### config.mk
export PLATFORM = sky130hd
export DESIGN_NAME = adc_cmd_frontend
export DESIGN_NICKNAME = d
export VERILOG_FILES = /design/src/rtl/adcfe_pkg.sv /design/src/rtl/adc_serial_engine.sv /design/src/rtl/adc_conv_regs.sv /design/src/rtl/adc_cmd_frontend.sv
export SDC_FILE = /design/constraint.sdc
export NUM_CORES = 1
export LEC_CHECK = 0
export ABC_AREA = 1
export BUFFER_PORTS_ARGS = -buffer_cell sky130_fd_sc_hd__buf_2
export CAP_MARGIN = 0
export CORE_MARGIN = 2
export CORE_UTILIZATION = 61
export DETAILED_ROUTE_END_ITERATION = 8
export PLACE_DENSITY = 0.9
export SLEW_MARGIN = 20
export SYNTH_ARGS = -nofsm -noshare
export SYNTH_HDL_FRONTEND = slang
export SYNTH_HIERARCHICAL = 1
export SYNTH_SLANG_ARGS = --single-unit
### constraint.sdc
create_clock -name clk -period 1.95 [get_ports clk]
set_input_delay 0.39 -clock clk [delete_from_list [all_inputs] [get_ports clk]]
set_output_delay 0.39 -clock clk [all_outputs]
set_load 0.02 [all_outputs]
### src/rtl/adcfe_pkg.sv
// Package: shared offsets, field positions and the status layout for the
// serial ADC command front-end. Assumes byte-wide registers.
package adcfe_pkg;

    localparam int BYTE_W     = 8;
    localparam int FRAME_BITS = 16;

    localparam logic [1:0] OFS_RES_LO = 2'd0;
    localparam logic [1:0] OFS_RES_HI = 2'd1;
    localparam logic [1:0] OFS_CMD    = 2'd2;
    localparam logic [1:0] OFS_STAT   = 2'd3;

    // Bit positions that software writes into the status register
    localparam int ST_IRQ_EN   = 0;
    localparam int ST_OVR_CLR  = 1;
    localparam int ST_VIEW_SEL = 3;

    // Status read layout, MSB first
    typedef struct packed {
        logic ready;      // 7
        logic busy;       // 6
        logic rsv5;       // 5
        logic irq_pend;   // 4
        logic view_sel;   // 3
        logic rsv2;       // 2
        logic overrun;    // 1
        logic irq_en;     // 0
    } adcfe_stat_t;

endpackage

### src/rtl/adc_serial_engine.sv
// Module: full-duplex serial frame engine for one converter.
// Sends a command byte followed by zeros, MSB first, and captures 16 bits
// at the same time. The serial clock idles low, outgoing data moves on its
// falling edge and incoming data is sampled on its rising edge.
// Assumes DIV is even and at least 2. A start request is taken only when idle.
module adc_serial_engine
    import adcfe_pkg::*;
#(
    parameter int DIV = 4
) (
    input  logic                  clk,
    input  logic                  rst_n,
    input  logic                  start,
    input  logic [BYTE_W-1:0]     cmd,
    input  logic                  miso,
    output logic                  busy,
    output logic                  done,
    output logic [FRAME_BITS-1:0] result,
    output logic                  sclk,
    output logic                  cs_n,
    output logic                  mosi
);
    localparam int HALF  = DIV / 2;
    localparam int HC_W  = (HALF > 1) ? $clog2(HALF) : 1;
    localparam int BC_W  = $clog2(FRAME_BITS);
    localparam int EC_W  = BC_W + 1;
    localparam logic [HC_W-1:0] HC_LAST = HC_W'(HALF - 1);
    localparam logic [BC_W-1:0] BC_LAST = BC_W'(FRAME_BITS - 1);

    logic [HC_W-1:0]       half_cnt;
    logic [BC_W-1:0]       bit_cnt;
    logic [FRAME_BITS-1:0] tx_q;
    logic [FRAME_BITS-1:0] rx_q;
    logic                  sclk_q;

    // Frame sequencer: half-period timer, clock toggling, shift in and out
    always_ff @(posedge clk) begin
        if (!rst_n) begin
            busy     <= 1'b0;
            done     <= 1'b0;
            half_cnt <= '0;
            bit_cnt  <= '0;
            tx_q     <= '0;
            rx_q     <= '0;
            sclk_q   <= 1'b0;
        end else begin
            done <= 1'b0;
            if (!busy) begin
                if (start) begin
                    busy     <= 1'b1;
                    tx_q     <= {cmd, {(FRAME_BITS-BYTE_W){1'b0}}};
                    bit_cnt  <= '0;
                    half_cnt <= '0;
                end
            end else if (half_cnt == HC_LAST) begin
                half_cnt <= '0;
                if (!sclk_q) begin
                    sclk_q <= 1'b1;
                    rx_q   <= {rx_q[FRAME_BITS-2:0], miso};
                end else begin
                    sclk_q <= 1'b0;
                    tx_q   <= {tx_q[FRAME_BITS-2:0], 1'b0};
                    if (bit_cnt == BC_LAST) begin
                        busy <= 1'b0;
                        done <= 1'b1;
                    end else begin
                        bit_cnt <= bit_cnt + 1'b1;
                    end
                end
            end else begin
                half_cnt <= half_cnt + 1'b1;
            end
        end
    end

    assign result = rx_q;
    assign sclk   = sclk_q;
    assign cs_n   = ~busy;
    assign mosi   = tx_q[FRAME_BITS-1];

    // Checker state: rising serial-clock edges seen in the current frame
    logic [EC_W-1:0] edge_cnt;
    logic            sclk_d;

    // Edge counter for the frame-length assertion
    always_ff @(posedge clk) begin
        if (!rst_n) begin
            edge_cnt <= '0;
            sclk_d   <= 1'b0;
        end else begin
            sclk_d <= sclk_q;
            if (start && !busy)
                edge_cnt <= '0;
            else if (sclk_q && !sclk_d)
                edge_cnt <= edge_cnt + 1'b1;
        end
    end

    AST_SCLK_IDLE_LOW: assert property (@(posedge clk) disable iff (!rst_n)
        cs_n |-> !sclk);
    AST_SIXTEEN_EDGES: assert property (@(posedge clk) disable iff (!rst_n)
        done |-> (edge_cnt == EC_W'(FRAME_BITS)));
    AST_MOSI_HOLDS: assert property (@(posedge clk) disable iff (!rst_n)
        (!cs_n && !$fell(sclk) && !$rose(busy)) |-> $stable(mosi));

endmodule

### src/rtl/adc_conv_regs.sv
// Module: register window for one converter. Holds the command, result,
// status and resource-enable registers and drives one serial engine.
// Assumes a single-cycle write strobe already qualified by converter select.
module adc_conv_regs
    import adcfe_pkg::*;
#(
    parameter int DIV = 4
) (
    input  logic              clk,
    input  logic              rst_n,
    input  logic              wr_en,
    input  logic [1:0]        offset,
    input  logic [BYTE_W-1:0] wdata,
    output logic [BYTE_W-1:0] rdata,
    output logic              irq,
    input  logic              miso,
    output logic              sclk,
    output logic              cs_n,
    output logic              mosi
);
    logic                  busy, done;
    logic [FRAME_BITS-1:0] eng_result;
    logic [FRAME_BITS-1:0] res_q;
    logic [BYTE_W-1:0]     cmd_q, res_en_q;
    logic                  ready, irq_pend, irq_en, view_sel, overrun;
    logic                  cmd_hit, start, ovr_set, stat_wr, ren_wr;
    adcfe_stat_t           stat;

    assign cmd_hit = wr_en && (offset == OFS_CMD) && !view_sel;
    assign start   = cmd_hit && !busy;
    assign ovr_set = cmd_hit && busy;
    assign stat_wr = wr_en && (offset == OFS_STAT);
    assign ren_wr  = wr_en && (offset == OFS_CMD) && view_sel;

    adc_serial_engine #(.DIV(DIV)) i_engine (
        .clk    (clk),
        .rst_n  (rst_n),
        .start  (start),
        .cmd    (wdata),
        .miso   (miso),
        .busy   (busy),
        .done   (done),
        .result (eng_result),
        .sclk   (sclk),
        .cs_n   (cs_n),
        .mosi   (mosi)
    );

    // Command and resource-enable storage
    always_ff @(posedge clk) begin
        if (!rst_n) begin
            cmd_q    <= '0;
            res_en_q <= '0;
        end else begin
            if (start)  cmd_q    <= wdata;
            if (ren_wr) res_en_q <= wdata;
        end
    end

    // Result capture at frame end
    always_ff @(posedge clk) begin
        if (!rst_n)    res_q <= '0;
        else if (done) res_q <= eng_result;
    end

    // Data-ready and interrupt-pending flags; a new command wins over completion
    always_ff @(posedge clk) begin
        if (!rst_n) begin
            ready    <= 1'b0;
            irq_pend <= 1'b0;
        end else if (start) begin
            ready    <= 1'b0;
            irq_pend <= 1'b0;
        end else if (done) begin
            ready    <= 1'b1;
            irq_pend <= irq_en;
        end
    end

    // Software control bits and sticky overrun
    always_ff @(posedge clk) begin
        if (!rst_n) begin
            irq_en   <= 1'b0;
            view_sel <= 1'b0;
            overrun  <= 1'b0;
        end else begin
            if (stat_wr) begin
                irq_en   <= wdata[ST_IRQ_EN];
                view_sel <= wdata[ST_VIEW_SEL];
            end
            if (ovr_set)
                overrun <= 1'b1;
            else if (stat_wr && wdata[ST_OVR_CLR])
                overrun <= 1'b0;
        end
    end

    // Status assembly and read-back mux
    always_comb begin
        stat          = '0;
        stat.ready    = ready;
        stat.busy     = busy;
        stat.irq_pend = irq_pend;
        stat.view_sel = view_sel;
        stat.overrun  = overrun;
        stat.irq_en   = irq_en;
        unique case (offset)
            OFS_RES_LO: rdata = res_q[BYTE_W-1:0];
            OFS_RES_HI: rdata = res_q[FRAME_BITS-1:BYTE_W];
            OFS_CMD:    rdata = view_sel ? res_en_q : cmd_q;
            default:    rdata = stat;
        endcase
    end

    assign irq = irq_pend;

    AST_READY_DROPS: assert property (@(posedge clk) disable iff (!rst_n)
        start |=> !ready);
    AST_OVERRUN_SETS: assert property (@(posedge clk) disable iff (!rst_n)
        ovr_set |=> overrun);
    AST_IGNORED_CMD: assert property (@(posedge clk) disable iff (!rst_n)
        ovr_set |=> $stable(cmd_q));
    AST_RESULT_HOLDS: assert property (@(posedge clk) disable iff (!rst_n)
        !done |=> $stable(res_q));
    AST_IRQ_CAUSE: assert property (@(posedge clk) disable iff (!rst_n)
        $rose(irq_pend) |-> $past(done && irq_en));
    AST_VIEW_NO_XFER: assert property (@(posedge clk) disable iff (!rst_n)
        (ren_wr && !busy) |=> !busy);

endmodule

### src/rtl/adc_cmd_frontend.sv
// Module: top of the serial ADC command front-end. Decodes the byte address
// into converter windows of four registers and muxes read data back.
// Assumes reads are combinational and writes last one cycle.
module adc_cmd_frontend
    import adcfe_pkg::*;
#(
    parameter  int NUM_CONV = 2,
    parameter  int SCLK_DIV = 4,
    localparam int SEL_W    = (NUM_CONV > 1) ? $clog2(NUM_CONV) : 1,
    localparam int ADDR_W   = SEL_W + 2
) (
    input  logic              clk,
    input  logic              rst_n,
    input  logic [ADDR_W-1:0] bus_addr,
    input  logic              bus_wr,
    input  logic [7:0]        bus_wdata,
    output logic [7:0]        bus_rdata,
    output logic              irq,
    output logic [NUM_CONV-1:0] adc_sclk,
    output logic [NUM_CONV-1:0] adc_cs_n,
    output logic [NUM_CONV-1:0] adc_mosi,
    input  logic [NUM_CONV-1:0] adc_miso
);
    logic [SEL_W-1:0]  conv_sel;
    logic [1:0]        reg_ofs;
    logic [BYTE_W-1:0] rd_arr  [NUM_CONV];
    logic [NUM_CONV-1:0] irq_vec;

    assign conv_sel = bus_addr[ADDR_W-1:2];
    assign reg_ofs  = bus_addr[1:0];

    for (genvar k = 0; k < NUM_CONV; k++) begin : g_conv
        adc_conv_regs #(.DIV(SCLK_DIV)) i_regs (
            .clk    (clk),
            .rst_n  (rst_n),
            .wr_en  (bus_wr && (conv_sel == SEL_W'(k))),
            .offset (reg_ofs),
            .wdata  (bus_wdata),
            .rdata  (rd_arr[k]),
            .irq    (irq_vec[k]),
            .miso   (adc_miso[k]),
            .sclk   (adc_sclk[k]),
            .cs_n   (adc_cs_n[k]),
            .mosi   (adc_mosi[k])
        );
    end

    // Read-back selection across converter windows
    always_comb begin
        bus_rdata = '0;
        for (int k = 0; k < NUM_CONV; k++)
            if (conv_sel == SEL_W'(k)) bus_rdata = rd_arr[k];
    end

    assign irq = |irq_vec;

endmodule

After elaboration in Yosys (flattened, before gate mapping)
Cells that the tools add are included.
- flip-flop bits (word level): 154
- output and inout port bits: 15
- word-level logic and storage cells: 136
- $add $sub $neg: 4
- eq/ne operators: 11
- muxes and demuxes: 47
- bitwise gates (word level): 6
- reduce and logical (&&, ||, !) cells: 38
- operators with widths (operator ; count):
    two-way mux 16 bit ; 8
    case mux 8 bit (3 select lines) ; 2
    two-way mux 4 bit ; 10
    two-way mux 1 bit ; 24
    two-way mux 8 bit ; 3
    logical AND 1 bit ; 16
    AND reduction 4 bit ; 4
    AND reduction 3 bit ; 4
    adder 4 x 1 -> 4 bit (second input constant) ; 2
    == test 4 bit (second input constant) ; 2
    != test 2 x 1 -> 1 bit (second input constant) ; 4
    nonzero test 2 bit ; 4
    NOT 1 bit ; 6
    OR reduction 2 bit ; 3
    == test 2 bit (second input constant) ; 2
    logical NOT 1 bit ; 4
    != test 2 bit (second input constant) ; 2
    AND reduction 2 bit ; 2
    adder 1 bit (second input constant) ; 2
    == test 2 x 1 -> 1 bit (second input constant) ; 1
    logical NOT 2 bit ; 1

Depth between registers and ports, before layout
- depth in word-level cells: 7
- mapped depth: 11
- mapped depth without buffers: 10

Cells and area by module
The synthesis kept the hierarchy.
- modules (own cells, without submodules) (module ; times used ; cells an instance ; area an instance (µm²)):
    adc_conv_regs ; 2 ; 269 ; 1783.0
    adc_serial_engine ; 2 ; 180 ; 1312.5
    adc_cmd_frontend ; 1 ; 31 ; 122.6

Worst setup path before layout
Ideal clock, no wire load.
- path type: input port to flip-flop
- start point: input bus_addr[2]
- end point: register g_conv[0].i_regs.i_engine.bit_cnt[2]
- arrival: 1633 ps
- path slack: 206 ps
- stages: 10
- path buffers: 2
- cells stage by stage: buf_4 > nor2_1 > nand4_4 > inv_1 > nand2_1 > nand2_1 > buf_4 > nand3_1 > nand2_1 > nor2_1
- word-level cells in the longest chain between the ends: 7
- RTL lines (item ; line ; RTL):
    start: declaration ; adc_cmd_frontend.sv:14 ; input logic [ADDR_W-1:0] bus_addr,
    NOT 1 bit ; n/a ;
    logical AND 1 bit ; adc_cmd_frontend.sv:36 ; .wr_en (bus_wr && (conv_sel == SEL_W'(k))),
    logical AND 1 bit (2 in a row) ; adc_conv_regs.sv:29 ; assign cmd_hit = wr_en && (offset == OFS_CMD) && !view_sel;
    logical AND 1 bit ; adc_conv_regs.sv:30 ; assign start = cmd_hit && !busy;
    net g_conv[0].i_regs.start ; adc_conv_regs.sv:26 ; logic cmd_hit, start, ovr_set, stat_wr, ren_wr;
    nonzero test 2 bit (no line) ; n/a ;
    AND reduction 4 bit (no line) ; n/a ;
    end signal: assignment ; adc_serial_engine.sv:67 ; bit_cnt <= bit_cnt + 1'b1;
    end: declaration ; adc_serial_engine.sv:31 ; logic [BC_W-1:0] bit_cnt;
The timed path passes the listed nets, and every way through them passes these cells.
A chain may end at the register's enable or synchronous reset.

==> Flow_metrics.wiki <==
{| class="wikitable"
! Metric !! Value
|-
| Class of the worst hold path || input port to flop
|-
| Area of the die || 11200 sq um
|-
| Worst-case hold path end point || g_conv[1].i_regs/i_engine/result[0]
|-
| Post-synth design cell area || 6310 sq um
|-
| Layout filler cell count || 747
|-
| Post-cts hold buffer count || 0
|-
| Count of unresolved DRC violations after routing || 0
|-
| Overall via count from detail_route || 6083
|-
| Relative max-transition margin || 65.2%
|-
| Clock Pin Slew Worst Setup and Hold Paths || 0.06 ns
|-
| Cells after Synth || between 900 and 1000
|-
| Number of different library cells in the post-synthesis netlist || 29
|-
| Share of the yosys chip area belonging to registers || between 40 and 50%
|-
| Depth of the CTS H-tree || 4
|-
| Pin count of the biggest net entering global routing || 61
|-
| IO Count || 31
|-
| Classification of the worst setup path || flop to output pin
|-
| Number of violations reported at the end of detailed-routing iteration 0 || 741
|-
| Violated checks || negative setup slack
|-
| Diodes inserted || 0
|-
| Count of final hold-check violations || 0
|-
| Post-Synthesis Mean Instance Area || 6.80 sq um
|-
| Cell types with the largest area share after synthesis || dfxtp_1, nand2_1, nor2_1
|-
| Root buf cell || clkbuf_8
|-
| Count of standard-cell rows || 37
|-
| Critical R2R Capture || g_conv[0].i_regs/i_engine/tx_q[14]
|-
| Number of buffers created by CTS || 17
|-
| Critical path data arrival time || 1.71 ns
|-
| Status || complete, but fails checks
|-
| Register-to-Register Setup Slack || approximately 0.27 ns
|-
| Largest voltage drop on the vdd net || 0.535 mV
|-
| Layout cells sized above 1 || 14.0%
|-
| Unrepaired setup endpoints after global routing || yes
|-
| Placeable core region || 10200 sq um
|-
| Routed wire length || 16.3 mm
|-
| Crit path max fanout || 7
|-
| Fraction of post-synthesis cell area in the top cell type by area || about 44%
|-
| Required time of the critical path || 1.56 ns
|-
| Clock skew || 0.00538 ns
|-
| Final antenna-violating net count || 0
|-
| FF-to-FF Start || g_conv[0].i_regs/i_engine/busy
|-
| Static leakage || 3.61 nW
|-
| DR pass1 iterations || 7
|-
| Last weighted congestion value of the routability-driven placer || 0.943
|-
| Vias in the first global route || 5608
|-
| Post-route total power || 6.49 mW
|-
| Launch point of the worst hold path || adc_miso[1]
|-
| Die height || 106 um
|-
| Clock net sink count || 138
|-
| Worst Tran Pin Value || 0.520 ns
|-
| CTS tree || done
|-
| Highest clock rate || 475 MHz
|-
| Dpl ws || -0.0458 ns
|-
| Initial core utilization || 62.0%
|-
| Number of nets in the final layout || 990
|-
| Worst setup SP type || flop
|-
| Post-Synthesis Net Count || ~950
|-
| Avg WL per Cell || 14.6 um
|-
| Final WS setup || -0.153 ns
|-
| GRT Total Usage || 30.4%
|-
| Horizontal extent of the die || 106 um
|-
| Maxcap violations || 0
|-
| Via density per instance || 5.43
|-
| Half-perimeter wire length after detailed placement || 10.1 mm
|-
| Share of the clock period used by the worst path after layout || 108%
|-
| Area growth from synthesis to layout || 16.4%
|-
| Final slew viol count || 0
|-
| Shortest period the worst path allows || 2.10 ns
|-
| Buffers from clock root to sink, at most || 2
|-
| Number of antenna violations at the first check in global routing || 0
|-
| Total grt overflow || 0
|-
| Synth area leader || dfxtp_1
|-
| PortBufs || 30
|-
| R2R depth || 8
|-
| Depth of the worst hold-timing path || 3
|-
| Later-pin clock latency in the skew report || about 0.54 ns
|-
| Final setup violation count || 8
|-
| Register bit count reported by yosys || 138
|-
| Total power divided by cell area || 882 nW/um^2
|-
| First-pass GRT wire length || 26.8 mm
|-
| Number of warnings reported in the yosys synthesis log || 6
|-
| CP Capture Type || output pin
|}
## per-layer routing
metal | up-vias | track usage (%) | routed length (um)
li1 | 2998 | - | -
met1 | 2760 | 40.3 | 6950
met3 | 46 | 7.42 | 1430
met4 | 0 | 12.1 | 476
met5 | - | 0 | 0
met2 | 279 | 47.7 | 7460
## layout by cell type (no fill, tap or decap), drive strengths merged
master    count
nor2        241
o21ai        86
dfxtp       138
o21bai        4
buf          59
nor3          4
inv          99
ha            2
nand2       229
o211ai       16
a21boi        2
clkinvlp      5
nand4        18
a21oi        14
clkinv       10
bufinv        3
clkbuf       18
or2           1
nand3        36
## worst max path at each step
stage / from / slack, ns / end
final: g_conv[0].i_regs/view_sel / -0.15 / bus_rdata[2]
after floorplan: bus_addr[2] / 0.21 / g_conv[0].i_regs/i_engine/bit_cnt[2]
after detailed placement: bus_addr[0] / -0.05 / bus_rdata[0]
after global placement: bus_addr[0] / 0.03 / bus_rdata[0]
after CTS: g_conv[0].i_regs/view_sel / -0.13 / bus_rdata[2]
after global routing: g_conv[1].i_regs/view_sel / -0.23 / bus_rdata[3]
## critical path, cell delays in order, from the launching register on
cell	delay, ns
dfxtp_2	0.34
buf_6	0.14
o211ai_1	0.30
nand3_1	0.12
nand2_1	0.09
nand2_2	0.06
buf_6	0.13
## logic make-up (layout without fill, tap and decap cells)
| group | count (synthesis) | in the layout | share of synthesized area (%) |
|---|---|---|---|
| flip-flops | 138 | 138 | 43.8 |
| adder cells (fa/ha/maj) | 2 | 2 | 0.396 |
| AND/OR/NAND/NOR | 529 | 529 | 35.7 |
| buffers and inverters | 138 | 194 | 9.45 |
| AO/OA/AOI/OAI | 122 | 122 | 10.7 |
## registers in the layout, indices dropped and copies added, names as in the netlist
| name | flops |
|---|---|
| g_conv.i_regs/i_engine/tx_q | 16 |
| g_conv.i_regs/i_engine/result | 32 |
| g_conv.i_regs/irq | 2 |
| g_conv.i_regs/irq_en | 2 |
| g_conv.i_regs/i_engine/half_cnt | 2 |
| g_conv.i_regs/ready | 2 |
| g_conv.i_regs/i_engine/done | 2 |
| g_conv.i_regs/res_q | 32 |
| g_conv.i_regs/i_engine/sclk | 2 |
| g_conv.i_regs/res_en_q | 16 |
| g_conv.i_regs/overrun | 2 |
| g_conv.i_regs/i_engine/bit_cnt | 8 |
| g_conv.i_regs/i_engine/busy | 2 |
| g_conv.i_regs/view_sel | 2 |
| g_conv.i_regs/cmd_q | 16 |
## cell type report
class	count	area [sq um]	area share, %
clock inverters	14	174	2.37
inverters	103	390	5.31
clock buffers	18	418	5.69
flip-flops and latches	138	2770	37.7
well taps	136	170	2.31
multi-input cells	653	2970	40.4
repair buffers	59	462	6.28
## stage by stage
step                      std cells  utilization [%]  hold slack [ns]  TNS, ns  area (sq um)
final                          1121             72.2           0.0775    -1.07          7350
after detailed placement       1082             64.9            0.456  -0.0458          6610
after global placement         1082             64.9            0.455        0          6610
after floorplan                 929                -            0.442        0          6310
after global routing           1121             72.2           0.0788    -1.55          7350
after CTS                      1119             71.8           0.0601   -0.977          7320
## repair_timing
| item | in CTS | in global routing |
|---|---|---|
| gates cloned | 1 | 0 |
| pin swaps | 20 | 14 |
| gates resized for setup | 25 | 7 |
| endpoints found under the setup margin | 10 | 9 |
| buffers inserted | 4 | 2 |
## where the power goes
part / internal, mW / leakage (nW) / switching, mW
clock network: 1.95 / 0.277 / 1.25
logic: 0.128 / 2.22 / 0.269
registers: 2.86 / 1.12 / 0.0258
total: 4.94 / 3.61 / 1.55
## synth_stat cells
master / n
nand3_1: 34
nor3_1: 4
buf_2: 12
nand2_2: 4
nand4_1: 16
nand4_4: 2
ha_1: 2
nor2_8: 2
nor2_2: 18
inv_2: 4
a21boi_1: 2
o21ai_0: 82
o211ai_1: 16
nor2_4: 4
inv_1: 95
dfxtp_1: 138
a21oi_2: 2
or2_2: 1
a21oi_1: 12
nand3_4: 2
clkbuf_1: 8
nor2_1: 217
buf_6: 4
nand2_1: 225
buf_1: 2
o21ai_1: 4
clkinv_1: 4
buf_4: 9
o21bai_1: 4
Power figures use the tool's default switching activity.
